--- config.mk ---
export PLATFORM = sky130hd
export DESIGN_NAME = ccu_top
export DESIGN_NICKNAME = d
export VERILOG_FILES = /design/src/rtl/ccu_pkg.sv /design/src/rtl/ccu_rst_seq.sv /design/src/rtl/ccu_clkgen.sv /design/src/rtl/ccu_opctl.sv /design/src/rtl/ccu_top.sv
export SDC_FILE = /design/constraint.sdc
export NUM_CORES = 1
export LEC_CHECK = 0
export ABC_AREA = 1
export CAP_MARGIN = 15
export CELL_PAD_IN_SITES_DETAIL_PLACEMENT = 0
export CELL_PAD_IN_SITES_GLOBAL_PLACEMENT = 1
export CORE_UTILIZATION = 31
export CTS_CLUSTER_DIAMETER = 60
export DETAILED_ROUTE_END_ITERATION = 16
export MAX_ROUTING_LAYER = met4
export PLACE_DENSITY_LB_ADDON = 0.25
export REMOVE_ABC_BUFFERS = 1
export SLEW_MARGIN = 25
export SYNTH_ARGS = -nofsm -noshare
export SYNTH_HDL_FRONTEND = slang
export SYNTH_SLANG_ARGS = --single-unit
--- constraint.sdc ---
create_clock -name clk_i -period 1.8 [get_ports clk_i]
set_clock_uncertainty 0.1 [all_clocks]
set_input_delay 0.36 -clock clk_i [delete_from_list [all_inputs] [get_ports clk_i]]
set_output_delay 0.36 -clock clk_i [all_outputs]
set_load 0.03 [all_outputs]
--- src/rtl/ccu_pkg.sv ---
package ccu_pkg;
  // control word strobe positions
  localparam int CtlStop  = 0;
  localparam int CtlStart = 1;
  localparam int CtlGo    = 2;
  localparam int CtlSrst  = 3;
  // status word flag positions
  localparam int StOpAct  = 4;
  localparam int StRun    = 8;
  localparam int StRst    = 15;

  typedef struct packed {
    logic srst;
    logic go;
    logic start;
    logic stop;
  } ccu_cmd_t;
endpackage

--- src/rtl/ccu_rst_seq.sv ---
module ccu_rst_seq #(
  parameter int RST_CYCLES = 8
) (
  input  logic clk_i,
  input  logic rst_ni,
  input  logic trig_i,
  output logic busy_o
);
  localparam int CW = $clog2(RST_CYCLES + 1);
  logic [CW-1:0] cnt_q;

  always_ff @(posedge clk_i or negedge rst_ni) begin
    if (!rst_ni)              cnt_q <= '0;
    else if (trig_i)          cnt_q <= CW'(RST_CYCLES);
    else if (cnt_q != '0)     cnt_q <= cnt_q - 1'b1;
  end

  assign busy_o = (cnt_q != '0);

  AST_RST_BOUNDED: assert property (@(posedge clk_i) disable iff (!rst_ni)
    (busy_o && !trig_i) |=> (cnt_q < $past(cnt_q)));
endmodule

--- src/rtl/ccu_clkgen.sv ---
module ccu_clkgen #(
  parameter int DIV_W = 3
) (
  input  logic             clk_i,
  input  logic             rst_ni,
  input  logic             clr_i,
  input  logic             start_i,
  input  logic             stop_i,
  input  logic [DIV_W-1:0] div_i,
  output logic             card_clk_o,
  output logic             running_o,
  output logic [DIV_W-1:0] act_div_o
);
  localparam int CNT_W = (1 << DIV_W) - 1;

  logic [CNT_W-1:0] cnt_q;
  logic             pend_q, pend_d, stop_req;

  function automatic logic [CNT_W-1:0] half_len(input logic [DIV_W-1:0] d);
    logic [CNT_W:0] one;
    one = {{CNT_W{1'b0}}, 1'b1};
    return CNT_W'((one << d) - 1'b1);
  endfunction

  assign stop_req = stop_i | pend_q;

  always_comb begin
    pend_d = pend_q;
    if (start_i && !stop_i) pend_d = 1'b0;
    else if (stop_i)        pend_d = 1'b1;
  end

  always_ff @(posedge clk_i or negedge rst_ni) begin
    if (!rst_ni) begin
      cnt_q <= '0; pend_q <= 1'b0; card_clk_o <= 1'b0;
      running_o <= 1'b0; act_div_o <= '0;
    end else if (clr_i) begin
      cnt_q <= '0; pend_q <= 1'b0; card_clk_o <= 1'b0;
      running_o <= 1'b0; act_div_o <= '0;
    end else if (!running_o) begin
      pend_q <= 1'b0;
      cnt_q  <= '0;
      if (start_i && !stop_i) running_o <= 1'b1;
    end else if (stop_req && !card_clk_o) begin
      running_o <= 1'b0; pend_q <= 1'b0; cnt_q <= '0;
    end else if (cnt_q == '0) begin
      if (card_clk_o && stop_req) begin
        card_clk_o <= 1'b0; running_o <= 1'b0; pend_q <= 1'b0;
      end else begin
        card_clk_o <= ~card_clk_o;
        act_div_o  <= div_i;
        cnt_q      <= half_len(div_i);
        pend_q     <= pend_d;
      end
    end else begin
      cnt_q  <= cnt_q - 1'b1;
      pend_q <= pend_d;
    end
  end

  AST_IDLE_LOW: assert property (@(posedge clk_i) disable iff (!rst_ni)
    !running_o |-> !card_clk_o);
  AST_PEND_HIGH: assert property (@(posedge clk_i) disable iff (!rst_ni)
    pend_q |-> (running_o && card_clk_o));
  AST_DIV_AT_EDGE: assert property (@(posedge clk_i) disable iff (!rst_ni)
    (!clr_i && $stable(card_clk_o)) |-> $stable(act_div_o));
endmodule

--- src/rtl/ccu_opctl.sv ---
module ccu_opctl (
  input  logic clk_i,
  input  logic rst_ni,
  input  logic clr_i,
  input  logic go_req_i,
  input  logic op_done_i,
  output logic op_go_o,
  output logic op_act_o
);
  logic launch;
  assign launch = go_req_i && !op_act_o;

  always_ff @(posedge clk_i or negedge rst_ni) begin
    if (!rst_ni) begin
      op_go_o <= 1'b0; op_act_o <= 1'b0;
    end else if (clr_i) begin
      op_go_o <= 1'b0; op_act_o <= 1'b0;
    end else begin
      op_go_o <= launch;
      if (launch)         op_act_o <= 1'b1;
      else if (op_done_i) op_act_o <= 1'b0;
    end
  end

  AST_GO_PULSE: assert property (@(posedge clk_i) disable iff (!rst_ni)
    op_go_o |=> !op_go_o);
  AST_ACT_FROM_GO: assert property (@(posedge clk_i) disable iff (!rst_ni)
    $rose(op_act_o) |-> op_go_o);
endmodule

--- src/rtl/ccu_top.sv ---
module ccu_top #(
  parameter int ADDR_W     = 2,
  parameter int DATA_W     = 16,
  parameter int DIV_W      = 3,
  parameter int RST_CYCLES = 8
) (
  input  logic              clk_i,
  input  logic              rst_ni,
  input  logic              wr_en_i,
  input  logic [ADDR_W-1:0] wr_addr_i,
  input  logic [DATA_W-1:0] wr_data_i,
  input  logic [ADDR_W-1:0] rd_addr_i,
  output logic [DATA_W-1:0] rd_data_o,
  input  logic              op_done_i,
  output logic              op_go_o,
  output logic              card_clk_o
);
  import ccu_pkg::*;

  localparam logic [ADDR_W-1:0] AddrCtl = ADDR_W'(0);
  localparam logic [ADDR_W-1:0] AddrDiv = ADDR_W'(1);

  ccu_cmd_t         cmd;
  logic             rst_busy, clr, running, op_act, go_req;
  logic [DIV_W-1:0] div_q, act_div;
  logic             unused_wr;

  assign unused_wr = ^wr_data_i[DATA_W-1:4];

  // strobe decode: soft reset masks the rest, busy window masks everything
  always_comb begin
    cmd = '0;
    if (wr_en_i && wr_addr_i == AddrCtl && !rst_busy) begin
      cmd.srst = wr_data_i[CtlSrst];
      if (!wr_data_i[CtlSrst]) begin
        cmd.stop  = wr_data_i[CtlStop];
        cmd.start = wr_data_i[CtlStart];
        cmd.go    = wr_data_i[CtlGo];
      end
    end
  end

  assign clr    = cmd.srst | rst_busy;
  assign go_req = cmd.go && !cmd.stop && (cmd.start || running);

  always_ff @(posedge clk_i or negedge rst_ni) begin
    if (!rst_ni)     div_q <= '0;
    else if (clr)    div_q <= '0;
    else if (wr_en_i && wr_addr_i == AddrDiv) div_q <= wr_data_i[DIV_W-1:0];
  end

  ccu_rst_seq #(.RST_CYCLES(RST_CYCLES)) i_rst (
    .clk_i(clk_i), .rst_ni(rst_ni), .trig_i(cmd.srst), .busy_o(rst_busy));

  ccu_clkgen #(.DIV_W(DIV_W)) i_clk (
    .clk_i(clk_i), .rst_ni(rst_ni), .clr_i(clr), .start_i(cmd.start),
    .stop_i(cmd.stop), .div_i(div_q), .card_clk_o(card_clk_o),
    .running_o(running), .act_div_o(act_div));

  ccu_opctl i_op (
    .clk_i(clk_i), .rst_ni(rst_ni), .clr_i(clr), .go_req_i(go_req),
    .op_done_i(op_done_i), .op_go_o(op_go_o), .op_act_o(op_act));

  always_comb begin
    rd_data_o = '0;
    if (rd_addr_i == AddrCtl) begin
      rd_data_o[StRst]   = rst_busy;
      rd_data_o[StRun]   = running;
      rd_data_o[StOpAct] = op_act;
    end else if (rd_addr_i == AddrDiv) begin
      rd_data_o[DIV_W-1:0] = div_q;
    end
  end

  AST_RST_QUIET: assert property (@(posedge clk_i) disable iff (!rst_ni)
    rst_busy |-> (!running && !op_act && div_q == '0 && act_div == '0));
  AST_GO_NEEDS_CLK: assert property (@(posedge clk_i) disable iff (!rst_ni)
    op_go_o |-> running);
endmodule

==> flow_summary_export.csv, run 1 <==
group,metric,value,unit
global_route,overflow,0,
synth,avgSynthCellArea,7.37,sq um
synth,syn-cell-area,1240,sq um
synth,synth_cells,169,
layout,design_area,1560,sq um
timing,finalSetupViolations,0,
placed_design,placed_area,1500,sq um
synth,synth_fa_ha_area_frac,0.0201,
timing,rsz0062_at_grt,"true",
drt,drt-pass1-iter-count,4,
drt,post_drt_wl_per_cell,10.3,microns
power_and_ir_drop,sw_frac_of_total,0.341,
placed_design,place_hpwl,2100,microns
layout,fin_cells,248,
layout,most-common-layout-cells,"nand2_1, inv_1, nor2_1",
global_route,grt_start_max_net_pins,20,
power_and_ir_drop,p_comb_frac,0.362,
floorplanning,initial_core_util,0.333,
power_and_ir_drop,vdd_drop_max,0.307,mV
timing,setup-tns-final,0,ns
layout,antennaDiodeCount,0,
floorplanning,fp.dieW,65.4,microns
drt,drtIter0Drc,34,
layout,nets,227,
layout,layout_commonest_cell,"nand2_1",
layout,area_growth,25.6,%
synth,synth_area_leaders,"dfrtp_1, nand2_1, inv_1",
drt,vias_per_cell,4.37,
layout,seqCellArea,475,sq um
layout,nFillCells,429,
clock_network,clk_pin_slew,0.07,ns
synth,synthMuxAreaShare,0,
synth,ys_ff_latch,19,
clock_network,ctsHoldBuffers,0,
layout,multi_input_area,629,sq um
drt,ant_nets,0,
synth,synth_warnings,0,
clock_network,clock_sinks,19,
drt,routed_wirelength,2570,microns
clock_network,numCtsBuffers,3,
synth,yosysSeqAreaShare,0.382,
critical_path,arrival,1.29,ns
power_and_ir_drop,p_total,1.27,mW
critical_path,critical_path_class,"primary input to output pin",
synth,synth_top_area_cell,"dfrtp_1",
drt,routed-via-count,1083,
run,drv_cap,0,
critical_path,endpoint_kind,"output pin",
timing,timing.final.ws_setup,0.0518,ns
placed_design,pre_cts_slack,-0.160,ns
global_route,antenna_found_initial,0,
outcome,outcome,"complete, no violations",
timing,max_freq,0.572,GHz
clock_network,cts_buffer_depth,2,
floorplanning,core,3740,sq um
power_and_ir_drop,power.density,813,nW/um^2
power_and_ir_drop,seqPwrFrac,0.400,
timing,maxSlewViolCount,0,
synth,synth_xor_xnor_area_share,0.0141,
power_and_ir_drop,pwr-share-clk,0.237,
global_route,grt_pass1_vias,1103,
floorplanning,die_h,65.4,microns
placed_design,place_inst,243,
synth,synth_top_family_by_area,"simple AND/OR/NAND/NOR gates",
floorplanning,core.rowCount,22,
timing,timing.final.crit_period,1.75,ns
timing,hold_violations,0,
synth,yosys.area_share.simple,0.352,
critical_path,cp_max_fo,3,
timing,final_min_period_over_clock_period,0.971,
synth,synthDistinctLibCells,29,
clock_network,clk_latency,0.26,ns
clock_network,h-tree-depth,1,
synth,synth_compound_area_frac,0.0834,
synth,synth_top_cell_area_share,0.382,
placed_design,globalplace.congestion,0.841,
global_route,grtUsageTotal,0.146,
power_and_ir_drop,p_sw,434,uW
hold_path,hp-class,"primary input to asynchronous set/reset pin",
critical_path,start_kind,"primary input",
clock_network,cts-root-buf,"clkbuf_8",
power_and_ir_drop,intPower,837,uW
drt,drc_errors,0,
critical_path,required,1.34,ns
clock_network,tritoncts,"done",
global_route,grt_pass1_wl,4650,microns
floorplanning,io_pins,42,
floorplanning,die_area,4270,sq um
power_and_ir_drop,leakage,0.779,nW
placed_design,numPortBuffers,19,
layout,drive_gt1_frac,0.185,
## timing repair
action	CTS	global route
resized for setup	2	4
endpoints found under the setup margin	4	7
cloned	0	0
setup buffers	0	1
pin swaps	0	3
## critical path, cell delays in order
cell             delay [ns]
clkdlybuf4s50_1        0.42
or2_4                  0.25
nor2_2                 0.12
buf_6                  0.13
## metrics by stage
step | utilization | hold slack [ns]
floorplan | - | -0.0356
global placement | 0.400 | 0.433
detailed placement | 0.400 | 0.440
CTS | 0.413 | 0.352
global route | 0.418 | 0.383
finish | 0.418 | 0.340
## synthesized netlist by cell type, drive strengths merged
cell type and number:
ha 2, clkinv 1, inv 27, nor2 28, o31ai 1, conb 1
dfrtp 19, buf 10, xor2 1, o21ai 6, o22ai 2, a21oi 7
nor3 7, a21o 1, nand4 2, xnor2 1, nand2 39, nor4 1
or2 2, nand3 11
## power groups by stage
stage	Combinational, mW	Clock, mW	Sequential (mW)
after floorplan	0.304	0	0.513
after global placement	0.452	0	0.516
after detailed placement	0.461	0	0.518
after CTS	0.464	0.311	0.509
after global routing	0.525	0.326	0.514
final	0.461	0.302	0.509
## cell families (layout without fill, tap and decap cells)
family,count (synthesis),after routing
buf+inv,38,60
simple gates,90,90
flops,19,19
other cells,1,10
fa+ha+maj,2,2
compound gates,17,17
xor+xnor,2,2
## path summary, 6_finish.rpt
path	from	to	slack, ns	depth (start not counted)
max	rd_addr_i[1]	rd_data_o[15]	0.05	4
min	rst_ni	i_rst.cnt_q[2]$_DFFE_PN0N_	0.34	2
max reg2reg	i_rst.cnt_q[0]$_DFFE_PN0N_	i_clk.cnt_q[4]$_DFFE_PN0P_	0.14	9
min reg2reg	i_op.op_act_o$_DFFE_PN0P_	i_op.op_go_o$_DFF_PN0_	0.45	3
max in group asynchronous	rst_ni	i_clk.cnt_q[5]$_DFFE_PN0P_	1.05	2
min in group clk_i	i_op.op_act_o$_DFFE_PN0P_	i_op.op_go_o$_DFF_PN0_	0.45	3
## per-layer routing
metal	vias up	global-route usage	share of wire
li1	569	-	-
met1	494	0.191	0.50
met2	16	0.222	0.45
met3	4	0.0208	0.027
met4	0	0.0679	0.016
met5	-	-	0
## registers in the layout, indices dropped and copies added, names as in the netlist
name / cells
i_clk.cnt_q: 7
i_rst.cnt_q: 4
div_q: 3
i_clk.card_clk_o: 1
i_clk.pend_q: 1
i_clk.running_o: 1
i_op.op_act_o: 1
i_op.op_go_o: 1
## layout make-up
type	count	share of cell area
multi-input cells	121	0.402
flip-flops and latches	19	0.304
repair buffers	28	0.158
inverters	28	0.0680
well taps	48	0.0384
clock buffers	4	0.0288
(Power assumes the default switching activity.)
==> run 2, diff against run 1 <==
--- a/config.mk
+++ b/config.mk
@@ -15,6 +15,7 @@
 export MAX_ROUTING_LAYER = met4
 export PLACE_DENSITY_LB_ADDON = 0.25
 export REMOVE_ABC_BUFFERS = 1
+export SKIP_LAST_GASP = 1
 export SLEW_MARGIN = 25
 export SYNTH_ARGS = -nofsm -noshare
 export SYNTH_HDL_FRONTEND = slang
==> results of run 2 <==
The final DEF is identical to that of run 1; final timing and power are the same.
